`src/rtl/sram_strobe_seq.sv`:
```
module sram_strobe_seq #(
  parameter int AW = 16
) (
  input  logic          clk,
  input  logic          rst_n,
  input  logic [1:0]    cfg_adr_setup,
  input  logic [1:0]    cfg_sel_setup,
  input  logic [2:0]    cfg_acc_code,
  input  logic [1:0]    cfg_sel_hold,
  input  logic [1:0]    cfg_adr_hold,
  input  logic [1:0]    cfg_pg_code,
  input  logic [1:0]    cfg_pg_run,
  input  logic          cfg_wait_en,
  input  logic [1:0]    cfg_width,
  input  logic          req,
  input  logic          req_we,
  input  logic [AW-1:0] req_addr,
  input  logic [31:0]   req_wdata,
  output logic          busy,
  output logic          done,
  output logic          rd_vld,
  output logic [31:0]   rd_data,
  output logic [AW-1:0] mem_addr,
  output logic          mem_addr_vld,
  output logic          mem_cs_n,
  output logic          mem_oe_n,
  output logic          mem_we_n,
  output logic [31:0]   mem_wdata,
  input  logic [31:0]   mem_rdata,
  input  logic          mem_wait
);

  typedef enum logic [2:0] {
    S_IDLE, S_AS, S_CS, S_ACC, S_PG, S_CH, S_AH, S_DONE
  } st_t;

  st_t           st, nx, first;
  logic [3:0]    cnt;
  logic [3:0]    beats_q;
  logic          we_q;
  logic [1:0]    wid_q;
  logic [AW-1:0] addr_q;
  logic [31:0]   wdata_q;
  logic          in_acc, stall, phase_end;

  function automatic logic [3:0] set_clks(input logic [1:0] c);
    return (c == 2'd3) ? 4'd4 : {2'b00, c};
  endfunction

  function automatic logic [3:0] acc_clks(input logic [2:0] c);
    case (c)
      3'd0: return 4'd1;
      3'd1: return 4'd2;
      3'd2: return 4'd3;
      3'd3: return 4'd4;
      3'd4: return 4'd6;
      3'd5: return 4'd8;
      3'd6: return 4'd10;
      default: return 4'd14;
    endcase
  endfunction

  function automatic logic [3:0] pg_clks(input logic [1:0] c);
    return (c == 2'd3) ? 4'd6 : {2'b00, c} + 4'd2;
  endfunction

  function automatic logic [3:0] run_extra(input logic [1:0] c);
    case (c)
      2'd0: return 4'd0;
      2'd1: return 4'd3;
      2'd2: return 4'd7;
      default: return 4'd15;
    endcase
  endfunction

  function automatic logic [3:0] len_m1(input st_t s);
    case (s)
      S_AS:    return set_clks(cfg_adr_setup) - 4'd1;
      S_CS:    return set_clks(cfg_sel_setup) - 4'd1;
      S_ACC:   return acc_clks(cfg_acc_code) - 4'd1;
      S_PG:    return pg_clks(cfg_pg_code) - 4'd1;
      S_CH:    return set_clks(cfg_sel_hold) - 4'd1;
      S_AH:    return set_clks(cfg_adr_hold) - 4'd1;
      default: return 4'd0;
    endcase
  endfunction

  function automatic logic [31:0] narrow(input logic [31:0] d, input logic [1:0] w);
    case (w)
      2'd0:    return {24'd0, d[7:0]};
      2'd1:    return {16'd0, d[15:0]};
      default: return d;
    endcase
  endfunction

  assign in_acc    = (st == S_ACC) || (st == S_PG);
  assign stall     = in_acc && cfg_wait_en && mem_wait;
  assign phase_end = (cnt == 4'd0) && !stall;

  always_comb begin
    first = (cfg_adr_setup != 2'd0) ? S_AS :
            (cfg_sel_setup != 2'd0) ? S_CS : S_ACC;
    case (st)
      S_AS:         nx = (cfg_sel_setup != 2'd0) ? S_CS : S_ACC;
      S_CS:         nx = S_ACC;
      S_ACC, S_PG:  nx = (cfg_sel_hold != 2'd0) ? S_CH :
                         (cfg_adr_hold != 2'd0) ? S_AH : S_DONE;
      S_CH:         nx = (cfg_adr_hold != 2'd0) ? S_AH : S_DONE;
      default:      nx = S_DONE;
    endcase
  end

  always_ff @(posedge clk or negedge rst_n) begin
    if (!rst_n) begin
      st      <= S_IDLE;
      cnt     <= '0;
      beats_q <= '0;
      we_q    <= 1'b0;
      wid_q   <= '0;
      addr_q  <= '0;
      wdata_q <= '0;
      rd_vld  <= 1'b0;
      rd_data <= '0;
    end else begin
      rd_vld <= 1'b0;
      case (st)
        S_IDLE: if (req && cfg_width != 2'd3) begin
          addr_q  <= req_addr;
          we_q    <= req_we;
          wdata_q <= req_wdata;
          wid_q   <= cfg_width;
          beats_q <= req_we ? 4'd0 : run_extra(cfg_pg_run);
          st      <= first;
          cnt     <= len_m1(first);
        end
        S_DONE: st <= S_IDLE;
        default: begin
          if (phase_end) begin
            if (in_acc && !we_q) begin
              rd_data <= narrow(mem_rdata, wid_q);
              rd_vld  <= 1'b1;
            end
            if (in_acc && beats_q != 4'd0) begin
              st      <= S_PG;
              cnt     <= len_m1(S_PG);
              addr_q  <= addr_q + 1'b1;
              beats_q <= beats_q - 4'd1;
            end else begin
              st  <= nx;
              cnt <= len_m1(nx);
            end
          end else if (cnt != 4'd0) begin
            cnt <= cnt - 4'd1;
          end
        end
      endcase
    end
  end

  assign busy         = (st != S_IDLE);
  assign done         = (st == S_DONE);
  assign mem_addr     = addr_q;
  assign mem_wdata    = wdata_q;
  assign mem_addr_vld = (st != S_IDLE) && (st != S_DONE);
  assign mem_cs_n     = !((st == S_CS) || in_acc || (st == S_CH));
  assign mem_oe_n     = !(in_acc && !we_q);
  assign mem_we_n     = !((st == S_ACC) && we_q);

  a_r3_strobe_in_cs: assert property (@(posedge clk) disable iff (!rst_n)
    (!mem_oe_n || !mem_we_n) |-> !mem_cs_n);

  a_r6_cs_in_addr: assert property (@(posedge clk) disable iff (!rst_n)
    !mem_cs_n |-> mem_addr_vld);

  a_r12_oe_we_excl: assert property (@(posedge clk) disable iff (!rst_n)
    mem_oe_n || mem_we_n);

  a_r12_wdata_stable: assert property (@(posedge clk) disable iff (!rst_n)
    (!mem_we_n && !$past(mem_we_n)) |-> $stable(mem_wdata));

  a_r11_done_single: assert property (@(posedge clk) disable iff (!rst_n)
    done |=> !done);

  a_r11_done_idle_bus: assert property (@(posedge clk) disable iff (!rst_n)
    done |-> (!mem_addr_vld && mem_cs_n));

  a_r9_reserved_ignored: assert property (@(posedge clk) disable iff (!rst_n)
    (req && !busy && cfg_width == 2'd3) |=> !busy);

  a_r10_wait_holds: assert property (@(posedge clk) disable iff (!rst_n)
    (cfg_wait_en && mem_wait && !mem_oe_n) |=> !mem_oe_n);

endmodule

```
`config.mk`:
```
export PLATFORM = sky130hd
export DESIGN_NAME = sram_strobe_seq
export DESIGN_NICKNAME = d
export VERILOG_FILES = /design/src/rtl/sram_strobe_seq.sv
export SDC_FILE = /design/constraint.sdc
export NUM_CORES = 1
export LEC_CHECK = 0
export ABC_AREA = 1
export BUFFER_PORTS_ARGS = -buffer_cell sky130_fd_sc_hd__buf_2
export CORE_MARGIN = 5
export CORE_UTILIZATION = 45
export DETAILED_ROUTE_END_ITERATION = 12
export PLACE_DENSITY = 0.75
export SYNTH_ARGS = -nofsm -noshare
export SYNTH_HDL_FRONTEND = slang
export SYNTH_SLANG_ARGS = --single-unit
```
`constraint.sdc`:
```
create_clock -name clk -period 2.05 [get_ports clk]
set_input_delay 0.205 -clock clk [delete_from_list [all_inputs] [get_ports clk]]
set_output_delay 0.205 -clock clk [all_outputs]
set_load 0.05 [all_outputs]
```
==> key figures, run 1 <==
Outcome
  • Status: complete, but fails checks
  • Failing checks: setup timing

Clock network
  • CTS Buffer Depth: 2
  • Worst skew pair latency: 0.36 ns
  • CTS tree: done
  • Cts bufs inserted: 9
  • H-tree levels: 3
  • Clock tree sinks: 95
  • Root Buffer Master: clkbuf_8
  • Worst-path clk slew: 0.10 ns

Placed design
  • Post-place setup slack: -0.0906 ns
  • Placed Cells: 906
  • Port bufs: 189
  • GP Congestion: 0.868
  • Final HPWL DP: 10500 um

Synthesis
  • #FFs+latches synth: 95
  • Mean Syn Cell Area: 8.60 sq um
  • Top cells by area, synth: dfrtp_1 48%, nand2_1 12%, mux2_2 7.5%
  • Cell Area, Synth: 4930 sq um
  • Syn Inst Count: 573
  • Synth area leader: dfrtp_1
  • Syn_nets: 692
  • Sequential area share after synthesis: 48.2%
  • Ys Warns: 0
  • Netlist cell types: 38
  • Yosys top cell area share: 48.2%

GRT
  • GRT overflow: 0
  • Vias in the first global route: 4645
  • Global-route wire length before repair: 22200 um
  • GRT Resource Usage Total: 20.7%
  • Number of antenna violations at the first check in global routing: 0
  • Largest net degree at the start of global routing: 64

Pwr
  • Lkg Pwr: 3.61 nW
  • Final Total Pwr: 0.0126 W
  • VDD IR max: 0.00116 V
  • Power per cell area: 1860 nW/um^2

Finish
  • Commonest non-fill, non-tap cell in the layout: buf_2
  • Final std cells w/o fill: 943
  • Antenna Cells: 0
  • Fin nets: 917
  • Final core occ: 62.8%
  • Area delta synth->final: 37.5%
  • Most frequent cells in the layout: 187 x buf_2, 150 x nand2_1, 90 x dfrtp_1
  • Share of layout cells above drive strength 1: 41.2%

Timing
  • Max Freq: 477 MHz
  • Post-Route Skew: 0.00940 ns
  • Final hold violation count: 0
  • Finish-stage setup viols: 3
  • Worst-Margin Slew: 0.478 ns
  • Fin. max-slew vios: 0
  • PnR worst setup slack: -0.0464 ns
  • TNS Setup: -0.129 ns
  • Tmin final: 2.10 ns
  • Max-slew headroom: 68.1%
  • Period utilisation layout: 102%
  • Unrepaired setup endpoints after global routing: true

Drt
  • Wire per inst: 15.2 um
  • Total number of vias: 4840
  • Residual DRC: 0
  • DRT iter0 DRCs: 311
  • Total routed wirelength: 14400 um
  • Post-DRT Antenna Nets: 0
  • 1st-pass router iterations: 5
  • Vias/cell: 5.13

Hold path
  • Hold Crit Depth: 3
  • Hold Crit Class: in2reg

Critical path
  • Crit path capture: st[2]$_DFFE_PN0P_
  • R2r setup slk: -0.05 ns
  • CP startpoint: st[0]$_DFFE_PN0P_
  • RR Startpoint: st[0]$_DFFE_PN0P_
  • Startpoint types: flop
  • Worst Path Max Fanout: 6
  • Crit path required time: 2.31 ns
  • Crit path DAT: 2.35 ns
  • Worst-path cell chain: nand2_4 -> nand2_2 -> o21ai_4 -> buf_6 -> buf_6 -> nor2_2 -> nor2_4 -> buf_4 -> inv_1 -> a21oi_1 -> nand3_1 -> o21ai_0
  • RR Endpoint: st[2]$_DFFE_PN0P_
  • CP peak stage delay: 0.49 ns
  • CP max stage cell: dfrtp_2
  • Reg2Reg Depth: 12
  • Critical Path Sink Type: flop
  • Most frequent CP cell: buf_6
  • Setup Crit Path Kind: reg2reg

Floorplan
  • Die height: 115 um
  • Core ar.: 10800 sq um
  • I/O pin cnt: 190
  • Die footprint: 13100 sq um
  • Die Wd: 115 um
  • Rows: 38
  • Initial Util: 45.7%

Job
  • MaxCap Viol Count: 0
cell type report:
type                            instances  area (sq um)
Timing Repair Buffer                  233          1430
Tap cell                              140           175
Fill cell                             918          4020
Clock buffer                            9           124
Multi-Input combinational cell        397          2350
Inverter                               61           240
Timing Repair inverter                  1          5.00
Sequential cell                        95          2380
Clock inverter                          7          65.1
metrics by stage:
step | hold slack, ns | area, sq um
6_report | 0.0519 | 6770
4_1_cts | 0.0273 | 6480
3_3_place_gp | 0.179 | 6220
3_5_place_dp | 0.187 | 6220
2_1_floorplan | -0.0906 | 4960
5_1_grt | 0.0256 | 6770
critical path, delay by kind of cell (launching register included):
family                 cells  cell delay, ns
AOI/OAI and AO/OA          3            0.55
DFF                        1            0.49
and+or+nand+nor            5            0.50
buffers and inverters      4            0.47
cells in the mapped netlist, drive strengths merged:
| library cell | number |
|---|---|
| a32oi | 2 |
| clkinv | 1 |
| nand3b | 1 |
| inv | 60 |
| a31o | 1 |
| buf | 13 |
| clkbuf | 7 |
| o211ai | 3 |
| nand4 | 6 |
| nand2 | 158 |
| nor3 | 3 |
| dfrtp | 95 |
| nor4 | 1 |
| o21ai | 56 |
| a31oi | 7 |
| a311oi | 1 |
| xor2 | 10 |
| a2bb2oi | 2 |
| a22oi | 3 |
| nand3 | 25 |
| o31ai | 1 |
| ha | 16 |
| or2 | 4 |
| nor2 | 43 |
| mux2 | 33 |
| o22ai | 9 |
| a21oi | 12 |
power breakdown:
part	switching [W]	internal [W]	total (W)
logic	0.00544	0.00268	0.00812
clock network	0.000719	0.000469	0.00119
registers	0.000577	0.00270	0.00328
total	0.00674	0.00585	0.0126
metal layers:
| metal | track usage [%] | wire [um] | up-vias |
|---|---|---|---|
| li1 | - | - | 2332 |
| met1 | 27.2 | 5830 | 2296 |
| met2 | 34.9 | 7260 | 199 |
| met3 | 4.12 | 1170 | 13 |
| met4 | 5.70 | 111 | 0 |
| met5 | 0 | 0 | - |
cell families (layout without fill, tap and decap cells):
group	after synthesis	in the layout	share of synthesized area, %
simple gates	241	241	20.6
compound gates	97	97	11.3
flops	95	95	48.2
buf+inv	81	311	6.50
mux	33	33	7.54
fa+ha+maj	16	16	4.06
xor+xnor	10	10	1.78
flip-flops by register name, summed over array words and instances, names as in the netlist:
signal,count
we_q,1
wid_q,2
beats_q,4
st,3
mem_wdata,32
rd_vld,1
cnt,4
rd_data,32
mem_addr,16
timing repair:
| action | CTS | global route |
|---|---|---|
| gates resized for setup | 10 | 33 |
| pin swaps | 8 | 12 |
| hold buffers | 1 | 0 |
| gates cloned | 0 | 4 |
| setup endpoints to repair | 3 | 46 |
| endpoints found under the hold margin | 32 | 0 |
| setup buffers | 4 | 12 |
worst min path at each step:
stage,startpoint,to,slack [ns]
floorplan,rst_n,beats_q[0]$_DFFE_PN0P_,-0.09
global placement,rst_n,mem_addr[2]$_DFFE_PN0P_,0.18
detailed placement,rst_n,mem_addr[2]$_DFFE_PN0P_,0.19
CTS,mem_rdata[5],rd_data[5]$_DFFE_PN0P_,0.03
global route,mem_rdata[2],rd_data[2]$_DFFE_PN0P_,0.03
finish,mem_rdata[5],rd_data[5]$_DFFE_PN0P_,0.05
No activity file was read; power rests on OpenSTA's default activity.
==> run 2: changes to the inputs <==
--- a/config.mk
+++ b/config.mk
@@ -7,10 +7,9 @@
 export LEC_CHECK = 0
 export ABC_AREA = 1
 export BUFFER_PORTS_ARGS = -buffer_cell sky130_fd_sc_hd__buf_2
-export CORE_MARGIN = 5
-export CORE_UTILIZATION = 45
+export CORE_UTILIZATION = 49
 export DETAILED_ROUTE_END_ITERATION = 12
-export PLACE_DENSITY = 0.75
+export PLACE_DENSITY = 0.78
 export SYNTH_ARGS = -nofsm -noshare
 export SYNTH_HDL_FRONTEND = slang
 export SYNTH_SLANG_ARGS = --single-unit
==> constraint.sdc (replaced) <==
create_clock -name clk -period 2.7 [get_ports clk]
set_input_delay 0.27 -clock clk [delete_from_list [all_inputs] [get_ports clk]]
set_output_delay 0.27 -clock clk [all_outputs]
set_load 0.05 [all_outputs]
==> key figures, run 2 (same netlist as run 1, synthesis figures left out) <==
Outcome
  • Status: finished, final reports clean

Timing
  • Unrepaired setup endpoints after global routing: false
  • Worst-Margin Slew: 0.736 ns (+0.258 ns)
  • Fin. max-slew vios: 0 (unchanged)
  • Post-Route Skew: 0.0150 ns (+0.00562 ns)
  • Finish-stage setup viols: 0 (-3)
  • Tmin final: 2.47 ns (+0.375 ns)
  • Period utilisation layout: 91.5% (-11 points)
  • TNS Setup: 0 ns (+0.129 ns)
  • Max-slew headroom: 50.9% (-17 points)
  • Max Freq: 405 MHz (-15%)
  • Worst hold slack: 0.102 ns (+0.0500 ns)
  • Final hold violation count: 0 (unchanged)

Hold path
  • Hold Crit Depth: 3 (unchanged)
  • Hold Crit Class: in2reg
  • HP Start: mem_rdata[2]
  • Worst Hold Endpoint: rd_data[2]$_DFFE_PN0P_

Drt
  • 1st-pass router iterations: 5 (unchanged)
  • Wire per inst: 13.4 um (-12%)
  • Total number of vias: 4595 (-5.1%)
  • Vias/cell: 5.12 (-0.30%)
  • Residual DRC: 0 (unchanged)
  • DRT iter0 DRCs: 159 (-49%)
  • Post-DRT Antenna Nets: 0 (unchanged)
  • Total routed wirelength: 12100 um (-16%)

Critical path
  • Setup Crit Path Kind: reg2reg
  • RR Startpoint: st[1]$_DFFE_PN0P_
  • CP max stage cell: dfrtp_1
  • Crit path required time: 2.97 ns (+0.66 ns)
  • Critical Path Sink Type: flop
  • Startpoint types: flop
  • Buf/Inv on CP: 3 (-1)
  • RR Endpoint: mem_addr[7]$_DFFE_PN0P_
  • CP peak stage delay: 0.46 ns (-0.03 ns)
  • Worst-path cell chain: nor2_1 -> inv_1 -> nor2_2 -> inv_2 -> nor2_1 -> nor2_1 -> nand2_2 -> inv_2 -> o21ai_0 -> a22oi_1
  • Most frequent CP cell: nor2_1
  • Reg2Reg Depth: 10 (-2)
  • Crit path DAT: 2.75 ns (+0.40 ns)
  • R2r setup slk: 0.23 ns (+0.27 ns)
  • Worst Path Max Fanout: 32 (+26)
  • CP delay by family, top: buffers and inverters

Clock network
  • CTS tree: done
  • Clock tree sinks: 95 (unchanged)
  • H-tree levels: 3 (unchanged)
  • Worst-path clk slew: 0.10 ns (about the same)
  • Worst skew pair latency: 0.36 ns (about the same)
  • Post-cts sizing count: 0 (-10)
  • CTS Buffer Depth: 2 (unchanged)
  • Root Buffer Master: clkbuf_8
  • Cts bufs inserted: 9 (unchanged)

GRT
  • Vias in the first global route: 4235 (-8.8%)
  • GRT overflow: 0 (unchanged)
  • GRT Resource Usage Total: 22.5% (+1.8 points)
  • Largest net degree at the start of global routing: 57 (-11%)
  • Number of antenna violations at the first check in global routing: 0 (unchanged)
  • Global-route wire length before repair: 18700 um (-15%)

Job
  • MaxCap Viol Count: 0 (unchanged)

Finish
  • Share of layout cells above drive strength 1: 33.7% (-7.5 points)
  • Antenna Cells: 0 (unchanged)
  • Fin nets: 879 (-4.1%)
  • Most frequent cells in the layout: 188 x buf_2, 156 x nand2_1, 95 x dfrtp_1
  • Area delta synth->final: 26.2%
  • Multi-input logic area: 2230 sq um (-5.3%)
  • Register Area: 2380 sq um (-0.26%)
  • Commonest non-fill, non-tap cell in the layout: buf_2
  • Final core occ: 63.6% (+0.83 points)
  • Fill count: 861 (-6.2%)

Floorplan
  • Core ar.: 9770 sq um (-9.4%)
  • Die height: 102 um (-11%)
  • Die footprint: 10500 sq um (-20%)
  • Rows: 36 (-5.3%)
  • I/O pin cnt: 190 (unchanged)
  • Initial Util: 50.4% (+4.8 points)
  • Die Wd: 102 um (-11%)

Pwr
  • VDD IR max: 0.000679 V (-41%)
  • Power per cell area: 1380 nW/um^2 (-26%)
  • Lkg Pwr: 3.35 nW (-7.2%)

Placed design
  • Final HPWL DP: 9130 um (-13%)
  • Port bufs: 189 (unchanged)
  • GP Congestion: 0.846 (-2.6%)
## run 2: worst reg2reg max path: stages, from the launching register on
cell and delay [ns]:
dfrtp_1 0.46, nor2_1 0.13, inv_1 0.14, nor2_2 0.06, inv_2 0.35, nor2_1 0.12, nor2_1 0.20, nand2_2 0.18
inv_2 0.40, o21ai_0 0.16, a22oi_1 0.19
## run 2: through the flow
stage	worst slack, ns	total power, W	area, sq um	instances
6_report	0.229	0.00859	6220	898
5_1_grt	0.0450	0.00916	6220	898
3_3_place_gp	0.420	0.00750	6010	881
4_1_cts	0.251	0.00864	6220	898
3_5_place_dp	0.317	0.00766	6010	881
2_1_floorplan	0.281	0.00645	4930	573
## run 2: repair_timing
action                                 4_1_cts  5_1_grt
hold buffers                                 1        0
buffers inserted                             0        0
endpoints found under the hold margin       45        0
## run 2: worst max path at each step
stage,startpoint,slack (ns),depth (start not counted),endpoint
3_3_place_gp,cfg_sel_setup[0],0.42,16,cnt[1]$_DFFE_PN0P_
5_1_grt,st[2]$_DFFE_PN0P_,0.04,15,cnt[1]$_DFFE_PN0P_
3_5_place_dp,st[1]$_DFFE_PN0P_,0.32,10,mem_addr[7]$_DFFE_PN0P_
4_1_cts,st[1]$_DFFE_PN0P_,0.25,10,mem_addr[7]$_DFFE_PN0P_
6_report,st[1]$_DFFE_PN0P_,0.23,10,mem_addr[7]$_DFFE_PN0P_
2_1_floorplan,st[0]$_DFFE_PN0P_,0.28,6,st[2]$_DFFE_PN0P_
## run 2: power by group
group	internal [W]	total, W	switching (W)	leakage [nW]
logic	0.00142	0.00516	0.00374	2.07
clock network	0.000441	0.000957	0.000516	0.0961
registers	0.00204	0.00247	0.000432	1.18
total	0.00390	0.00859	0.00469	3.35
## run 2: final cells by class
class | count | share of cell area, %
Timing Repair Buffer | 196 | 16.3
Inverter | 61 | 3.68
Sequential cell | 95 | 38.2
Clock inverter | 5 | 1.07
Clock buffer | 11 | 2.11
Tap cell | 133 | 2.68
Multi-Input combinational cell | 397 | 35.9
## run 2: routing by layer
metal | track usage, % | up-vias | part of all wire, %
met5 | 0 | - | 0
met2 | 39.3 | 186 | 49
li1 | - | 2252 | -
met3 | 4.31 | 17 | 7.1
met1 | 27.8 | 2140 | 43
met4 | 8.13 | 0 | 1.3
